### src/rtl/sram_ctrl_pkg.sv
`timescale 1ns/1ps
package sram_ctrl_pkg;

   typedef enum logic [2:0] {
      ST_IDLE,
      ST_RD,
      ST_RD_REC,
      ST_WR,
      ST_WR_END
   } ctrl_state_e;

   // whole cycles needed to cover a delay, rounded up
   function automatic int cyc_ceil(input int delay_ps, input int period_ps);
      return (delay_ps + period_ps - 1) / period_ps;
   endfunction

   function automatic int imax(input int a, input int b);
      return (a > b) ? a : b;
   endfunction

endpackage

### src/rtl/sram_pwrup_wait.sv
`timescale 1ns/1ps
module sram_pwrup_wait #(
   parameter int WAIT_CYC = 10000
) (
   input  logic clk,
   input  logic rst_n,
   output logic done
);

   generate
      if (WAIT_CYC == 0) begin : g_no_wait
         assign done = 1'b1;
      end else begin : g_wait
         localparam int CW = $clog2(WAIT_CYC + 1);
         localparam logic [CW-1:0] LAST = CW'(WAIT_CYC - 1);
         logic [CW-1:0] cnt;
         logic          done_q;

         always_ff @(posedge clk or negedge rst_n) begin
            if (!rst_n) begin
               cnt    <= '0;
               done_q <= 1'b0;
            end else if (!done_q) begin
               cnt    <= cnt + 1'b1;
               done_q <= (cnt == LAST);
            end
         end

         assign done = done_q;

         // once the wait has elapsed it never re-arms
         assert_wait_sticky_R1: assert property (@(posedge clk) disable iff (!rst_n)
            done_q |=> done_q);
      end
   endgenerate

endmodule

### src/rtl/sram_phase_timer.sv
`timescale 1ns/1ps
module sram_phase_timer #(
   parameter int CNT_W = 4
) (
   input  logic             clk,
   input  logic             rst_n,
   input  logic             load,
   input  logic [CNT_W-1:0] load_val,
   output logic [CNT_W-1:0] count,
   output logic             last
);

   logic [CNT_W-1:0] cnt_q;

   always_ff @(posedge clk or negedge rst_n) begin
      if (!rst_n)              cnt_q <= '0;
      else if (load)           cnt_q <= load_val;
      else if (cnt_q != '0)    cnt_q <= cnt_q - 1'b1;
   end

   assign count = cnt_q;
   assign last  = (cnt_q == '0);

   // phase length depends on a strict one-per-cycle count down
   assert_count_down_R2: assert property (@(posedge clk) disable iff (!rst_n)
      (!load && cnt_q != '0) |=> (cnt_q == $past(cnt_q) - 1'b1));

endmodule

### src/rtl/sram_rd_capture.sv
`timescale 1ns/1ps
module sram_rd_capture #(
   parameter int DATA_W = 8
) (
   input  logic              clk,
   input  logic              rst_n,
   input  logic              cap,
   input  logic [DATA_W-1:0] din,
   output logic [DATA_W-1:0] dout,
   output logic              valid
);

   always_ff @(posedge clk or negedge rst_n) begin
      if (!rst_n) begin
         dout  <= '0;
         valid <= 1'b0;
      end else begin
         valid <= cap;
         if (cap) dout <= din;
      end
   end

   // captured byte is the bus value at the sampling edge
   assert_capture_bus_R3: assert property (@(posedge clk) disable iff (!rst_n)
      valid |-> (dout == $past(din)));

endmodule

### src/rtl/sram_async_ctrl.sv
`timescale 1ns/1ps
module sram_async_ctrl
   import sram_ctrl_pkg::*;
#(
   parameter int ADDR_W          = 15,
   parameter int DATA_W          = 8,
   parameter int CLK_PERIOD_PS   = 10000,
   parameter int T_ACCESS_PS     = 10000,
   parameter int T_RD_CYCLE_PS   = 10000,
   parameter int T_WR_PULSE_PS   = 7000,
   parameter int T_WR_WINDOW_PS  = 7000,
   parameter int T_DATA_SETUP_PS = 5000,
   parameter int T_WR_CYCLE_PS   = 10000,
   parameter int T_RELEASE_PS    = 5000,
   parameter int T_WR_RELEASE_PS = 6000,
   parameter int T_STARTUP_PS    = 100_000_000,
   parameter bit OE_LOW_WRITE    = 1'b0
) (
   input  logic              clk,
   input  logic              rst_n,
   input  logic              usr_req,
   input  logic              usr_write,
   input  logic [ADDR_W-1:0] usr_addr,
   input  logic [DATA_W-1:0] usr_wdata,
   output logic              usr_ready,
   output logic [DATA_W-1:0] usr_rdata,
   output logic              usr_rvalid,
   output logic [ADDR_W-1:0] mem_addr,
   output logic              mem_sel_n,
   output logic              mem_wr_n,
   output logic              mem_rden_n,
   output logic [DATA_W-1:0] mem_dq_out,
   output logic              mem_dq_drive,
   input  logic [DATA_W-1:0] mem_dq_in
);

   // ---------------- derived cycle counts ----------------
   localparam int RD_CYC  = imax(imax(cyc_ceil(T_ACCESS_PS, CLK_PERIOD_PS),
                                      cyc_ceil(T_RD_CYCLE_PS, CLK_PERIOD_PS)), 1);
   localparam int DRV_DLY = OE_LOW_WRITE ? cyc_ceil(T_WR_RELEASE_PS, CLK_PERIOD_PS) : 0;
   localparam int SD_CYC  = imax(cyc_ceil(T_DATA_SETUP_PS, CLK_PERIOD_PS), 1);
   localparam int WR_CYC  = imax(imax(cyc_ceil(T_WR_PULSE_PS, CLK_PERIOD_PS),
                                      cyc_ceil(T_WR_WINDOW_PS, CLK_PERIOD_PS)),
                                 imax(DRV_DLY + SD_CYC,
                                      cyc_ceil(T_WR_CYCLE_PS, CLK_PERIOD_PS) - 1));
   localparam int TA_CYC  = imax(cyc_ceil(T_RELEASE_PS, CLK_PERIOD_PS), 1);
   localparam int PWR_CYC = cyc_ceil(T_STARTUP_PS, CLK_PERIOD_PS);
   localparam int TMR_W   = $clog2(imax(imax(RD_CYC, WR_CYC), TA_CYC) + 1);

   localparam logic [TMR_W-1:0] RD_LOAD    = TMR_W'(RD_CYC - 1);
   localparam logic [TMR_W-1:0] WR_LOAD    = TMR_W'(WR_CYC - 1);
   localparam logic [TMR_W-1:0] TA_LOAD    = TMR_W'(TA_CYC - 1);
   localparam logic [TMR_W-1:0] DRV_SET_AT = TMR_W'(WR_CYC - DRV_DLY);

   // ---------------- elaboration checks ----------------
   generate
      if (ADDR_W < 1 || DATA_W < 1) begin : g_bad_width
         $error("sram_async_ctrl: address and data widths must be positive");
      end
      if (CLK_PERIOD_PS < 1) begin : g_bad_clk
         $error("sram_async_ctrl: clock period must be positive");
      end
      if (T_ACCESS_PS < 0 || T_WR_PULSE_PS < 0 || T_STARTUP_PS < 0) begin : g_bad_time
         $error("sram_async_ctrl: timing parameters must not be negative");
      end
   endgenerate

   // ---------------- sub-blocks ----------------
   ctrl_state_e      state;
   logic             pwr_done;
   logic             tmr_load;
   logic [TMR_W-1:0] tmr_val;
   logic [TMR_W-1:0] tmr_cnt;
   logic             tmr_last;
   logic             accept;
   logic             cap_en;

   sram_pwrup_wait #(.WAIT_CYC(PWR_CYC)) u_pwrup (
      .clk   (clk),
      .rst_n (rst_n),
      .done  (pwr_done)
   );

   sram_phase_timer #(.CNT_W(TMR_W)) u_timer (
      .clk      (clk),
      .rst_n    (rst_n),
      .load     (tmr_load),
      .load_val (tmr_val),
      .count    (tmr_cnt),
      .last     (tmr_last)
   );

   sram_rd_capture #(.DATA_W(DATA_W)) u_capture (
      .clk   (clk),
      .rst_n (rst_n),
      .cap   (cap_en),
      .din   (mem_dq_in),
      .dout  (usr_rdata),
      .valid (usr_rvalid)
   );

   // ---------------- control ----------------
   assign usr_ready = pwr_done && (state == ST_IDLE);
   assign accept    = usr_req && usr_ready;
   assign cap_en    = (state == ST_RD) && tmr_last;

   always_comb begin
      tmr_load = 1'b0;
      tmr_val  = TA_LOAD;
      if (accept) begin
         tmr_load = 1'b1;
         tmr_val  = usr_write ? WR_LOAD : RD_LOAD;
      end else if (cap_en) begin
         tmr_load = 1'b1;
         tmr_val  = TA_LOAD;
      end
   end

   logic              sel_q, wr_q, rden_q, drv_q;
   logic [ADDR_W-1:0] addr_q;
   logic [DATA_W-1:0] wdat_q;

   always_ff @(posedge clk or negedge rst_n) begin
      if (!rst_n) begin
         state  <= ST_IDLE;
         sel_q  <= 1'b1;
         wr_q   <= 1'b1;
         rden_q <= 1'b1;
         drv_q  <= 1'b0;
         addr_q <= '0;
         wdat_q <= '0;
      end else begin
         case (state)
            ST_IDLE: begin
               if (accept) begin
                  addr_q <= usr_addr;
                  wdat_q <= usr_wdata;
                  sel_q  <= 1'b0;
                  if (usr_write) begin
                     state  <= ST_WR;
                     wr_q   <= 1'b0;
                     rden_q <= !OE_LOW_WRITE;
                     drv_q  <= (DRV_DLY == 0);
                  end else begin
                     state  <= ST_RD;
                     rden_q <= 1'b0;
                  end
               end
            end
            ST_RD: begin
               if (tmr_last) begin
                  state  <= ST_RD_REC;
                  sel_q  <= 1'b1;
                  rden_q <= 1'b1;
               end
            end
            ST_RD_REC: begin
               if (tmr_last) state <= ST_IDLE;
            end
            ST_WR: begin
               if (tmr_cnt == DRV_SET_AT) drv_q <= 1'b1;
               if (tmr_last) begin
                  state  <= ST_WR_END;
                  sel_q  <= 1'b1;
                  wr_q   <= 1'b1;
                  rden_q <= 1'b1;
               end
            end
            ST_WR_END: begin
               state <= ST_IDLE;
               drv_q <= 1'b0;
            end
            default: begin
               state  <= ST_IDLE;
               sel_q  <= 1'b1;
               wr_q   <= 1'b1;
               rden_q <= 1'b1;
               drv_q  <= 1'b0;
            end
         endcase
      end
   end

   assign mem_addr     = addr_q;
   assign mem_dq_out   = wdat_q;
   assign mem_sel_n    = sel_q;
   assign mem_wr_n     = wr_q;
   assign mem_rden_n   = rden_q;
   assign mem_dq_drive = drv_q;

   // ---------------- assertions ----------------
   assert_quiet_before_start_R1: assert property (@(posedge clk) disable iff (!rst_n)
      !pwr_done |-> (mem_sel_n && mem_wr_n && mem_rden_n && !mem_dq_drive));

   assert_rd_addr_stable_R2: assert property (@(posedge clk) disable iff (!rst_n)
      (!mem_rden_n && mem_wr_n && $past(!mem_rden_n)) |-> $stable(mem_addr));

   assert_rvalid_single_R3: assert property (@(posedge clk) disable iff (!rst_n)
      usr_rvalid |=> !usr_rvalid);

   assert_write_in_select_R4: assert property (@(posedge clk) disable iff (!rst_n)
      !mem_wr_n |-> !mem_sel_n);

   assert_wr_data_held_R4: assert property (@(posedge clk) disable iff (!rst_n)
      ($rose(mem_wr_n)) |-> (mem_dq_drive && $stable(mem_dq_out) && $stable(mem_addr)));

   generate
      if (!OE_LOW_WRITE) begin : g_chk_nocontend
         assert_no_contention_R5: assert property (@(posedge clk) disable iff (!rst_n)
            !(mem_dq_drive && !mem_rden_n));
      end
   endgenerate

   assert_drive_gap_R6: assert property (@(posedge clk) disable iff (!rst_n)
      ($fell(mem_rden_n) && mem_wr_n) |-> !$past(mem_dq_drive));

   assert_idle_quiet_R7: assert property (@(posedge clk) disable iff (!rst_n)
      usr_ready |-> (mem_sel_n && mem_wr_n && mem_rden_n && !mem_dq_drive));

   assert_busy_no_start_R8: assert property (@(posedge clk) disable iff (!rst_n)
      (usr_req && !usr_ready && mem_sel_n) |=> mem_sel_n);

endmodule

### config.mk
export PLATFORM = sky130hd
export DESIGN_NAME = sram_async_ctrl
export DESIGN_NICKNAME = d
export VERILOG_FILES = /design/src/rtl/sram_ctrl_pkg.sv /design/src/rtl/sram_pwrup_wait.sv /design/src/rtl/sram_phase_timer.sv /design/src/rtl/sram_rd_capture.sv /design/src/rtl/sram_async_ctrl.sv
export SDC_FILE = /design/constraint.sdc
export NUM_CORES = 1
export LEC_CHECK = 0
export BUFFER_PORTS_ARGS = -buffer_cell sky130_fd_sc_hd__buf_2
export CAP_MARGIN = 20
export CORE_AREA = 2 2 78 80
export DETAILED_ROUTE_END_ITERATION = 8
export DIE_AREA = 0 0 80 82
export PLACE_DENSITY_LB_ADDON = 0.3
export SLEW_MARGIN = 0
export SYNTH_ARGS = -nofsm -noshare
export SYNTH_HDL_FRONTEND = slang
export SYNTH_SLANG_ARGS = --single-unit
### constraint.sdc
create_clock -name clk -period 5.1 [get_ports clk]
set_clock_uncertainty 0.1 [all_clocks]
set_input_delay 0.51 -clock clk [delete_from_list [all_inputs] [get_ports clk]]
set_output_delay 0.51 -clock clk [all_outputs]
set_load 0.02 [all_outputs]
==> out/metrics.yaml <==
grt_max_degree: 55
startpoint_type: "register"
min_period_ns: 1.96
syn_inst: 154
htree_levels: 2
vdd_drop_max_mv: 0.176
cts_made_buffers: 5
hold_viol: 0
rrSetupSlack_ns: 3.14
pre_cts_ws_ns: 3.10
post-dp-hpwl_mm: 2.92
die_h_um: 82
path_clk_slew_ns: 0.09
drv_cap: 0
rr_startpoint: "state[0]"
top_layer_used: "met4"
crit_path_max_fanout: 18
fillers: 547
status: "completed"
wl_met3_um: 273
ys_warn_count: 0
critPathCapture: "mem_addr[2]"
antenna_left: 0
holdBufCountCts: 0
grt_pass1_vias: 1462
synth_edf_count: 0
synth.most_common_cell: "dfrtp_1"
finalWorstSetupSlack_ns: 3.14
finalSetupViolCount: 0
start_util_pct: 38.3
fmax_ghz: 0.510
diodes: 0
crit_required_ns: 5.19
crit_path_start: "state[0]"
rr_endpoint: "mem_addr[2]"
synth_seq_cells: 54
nNetsFinal: 264
grt_usage_pct: 13.0
slew_viol_final: 0
drive_above_1_share_pct: 52.4
firstDrtPassIters: 4
drt_iter0_drc: 83
fp-row-count: 28
synthTopCellsByCount: "dfrtp_1 (51), mux2_2 (32), nor3_1 (7), xnor2_1 (7), xor2_1 (6)"
dieWidth_um: 80
wl_met2_mm: 1.99
synth_area_per_cell_um2: 14.3
core_um2: 5750
synth_cell_type_count: 33
grt_pass1_wl_mm: 6.62
die-area_um2: 6560
critical_path_class: "reg -> reg"
yosys-top-cells-area: "dfrtp_1 (58%), mux2_2 (16%), dfstp_2 (3.6%)"
gr-total-overflow: 0
wirelength_mm: 3.99
netlist_area_um2: 2200
port-buffer-count: 71
arrival_ns: 2.05
cts_tree: "done"
syn_to_final_growth_pct: 24.4
postCtsResizedCells: 0
synth_nets: 190
num_io_pins: 72
ctsRootBufferMaster: "clkbuf_8"
cts.sinks: 54
dr_total_vias: 1455
worstMarginPinSlew_ns: 0.670
design_area_um2: 2730
post_cts_buffers: 0
globalplace.congestion: 0.699
slew-limit-headroom_pct: 55.3
synth_area_leader_cell: "dfrtp_1"
fin_crit_sh_pct: 38.4
p_total_mw: 0.689
vias_per_cell: 4.79
async_reset_ff_share_pct: 100
ys_seq_area_share_pct: 61.6
insertion_delay_ns: 0.29
wl_met1_mm: 1.69
tns_ns: 0
rsz0062_at_grt: "no"
min_path_type: "in -> async"
reg2reg_depth: 4
synth_ff_type: "dfrtp_1"
worstSetupEndpointType: "register"
antenna_found_initial: 0
synth_top_area_share_pct: 58.1
wl_per_cell_um: 13.1
placed_area_um2: 2640
total_leakage_power_nw: 1.46
drc: 0
clk_path_buf_depth: 2
p_per_area_nw_per_um2: 252
registers in the layout, indices dropped and copies added, names as in the netlist:
name,cells
u_capture.dout,8
mem_dq_out,8
u_capture.valid,1
u_pwrup.g_wait.cnt,14
mem_addr,15
mem_sel_n,1
mem_dq_drive,1
mem_rden_n,1
mem_wr_n,1
u_pwrup.done,1
state,3
placed cells by master (no fill, tap or decap):
| master | Yosys | final |
|---|---|---|
| a21oi_1 | 3 | 3 |
| a22o_1 | 1 | 1 |
| a31oi_1 | 1 | 1 |
| a41o_1 | 1 | 1 |
| and3_1 | 1 | 1 |
| and3b_1 | 1 | 1 |
| buf_16 | 0 | 1 |
| buf_2 | 2 | 71 |
| buf_4 | 0 | 2 |
| clkbuf_8 | 0 | 6 |
| clkinv_2 | 0 | 1 |
| clkinvlp_4 | 0 | 1 |
| dfrtp_1 | 51 | 51 |
| dfstp_2 | 3 | 3 |
| ha_1 | 1 | 1 |
| inv_1 | 3 | 3 |
| maj3_1 | 1 | 1 |
| mux2_2 | 32 | 32 |
| nand2_1 | 4 | 4 |
| nand2b_1 | 1 | 1 |
| nand3_1 | 1 | 1 |
| nand3b_1 | 1 | 1 |
| nand3b_4 | 1 | 1 |
| nand4_1 | 3 | 3 |
| nand4b_1 | 2 | 2 |
| nor2_1 | 4 | 4 |
| nor3_1 | 7 | 7 |
| nor3_4 | 1 | 1 |
| nor3b_1 | 1 | 1 |
| nor4_1 | 2 | 2 |
| nor4b_1 | 3 | 3 |
| o21a_1 | 1 | 1 |
| o22ai_1 | 2 | 2 |
| or2_2 | 1 | 1 |
| xnor2_1 | 7 | 7 |
| xor2_1 | 6 | 6 |
worst min path at each step:
stage,startpoint,endpoint,slack [ns],cells past startpoint
floorplan,rst_n,mem_addr[0],0.11,0
global placement,u_pwrup.g_wait.cnt[13],u_pwrup.g_wait.cnt[13],0.35,1
detailed placement,u_pwrup.g_wait.cnt[13],u_pwrup.g_wait.cnt[13],0.35,1
CTS,rst_n,state[2],0.25,2
global route,usr_write,mem_wr_n,0.27,2
finish,rst_n,u_pwrup.g_wait.cnt[3],0.23,2
metrics by stage:
| step | utilization (%) | hold WS (ns) | instances |
|---|---|---|---|
| 6_report | 47.6 | 0.233 | 304 |
| 4_1_cts | 47.6 | 0.254 | 304 |
| 5_1_grt | 47.6 | 0.266 | 304 |
| 3_3_place_gp | 45.4 | 0.354 | 295 |
| 3_5_place_dp | 45.9 | 0.355 | 296 |
| 2_1_floorplan | - | 0.114 | 154 |
report_power, final:
part | internal (mW) | switching, mW
combinational | 0.00990 | 0.0116
clock | 0.109 | 0.130
sequential | 0.428 | 0
total | 0.547 | 0.142
metal layers:
metal	track usage, %	vias to the layer above
met2	21.3	47
met1	16.5	709
met5	0	-
met3	4.62	5
li1	-	694
met4	3.56	0
critical path, stage by stage (launching register included):
cell and delay, ns:
dfrtp_1 0.49, nand3b_4 0.23, nor3_4 0.45, buf_16 0.22, mux2_2 0.35
cell type report:
class,count,area [um2],share of cell area (%)
sequential,54,1360,49.6
multi-input combinational,90,781,28.6
timing repair buffer,74,398,14.6
tap,75,93.8,3.43
clock buffer,6,82.6,3.02
clock inverter,2,12.5,0.458
inverter,3,11.3,0.412
cells by family (layout without fill, tap and decap cells):
group / count (synthesis) / in the layout / share of synthesized area (%)
buffers and inverters: 10 / 85 / 2.85
and+or+nand+nor: 34 / 34 / 10.2
DFF: 54 / 54 / 61.6
AOI/OAI and AO/OA: 9 / 9 / 2.73
adders and majority gates: 2 / 2 / 1.02
xor gates and xnor gates: 13 / 13 / 5.18
muxes: 32 / 32 / 16.4
Note: power is estimated with default switching activity, not from simulation.
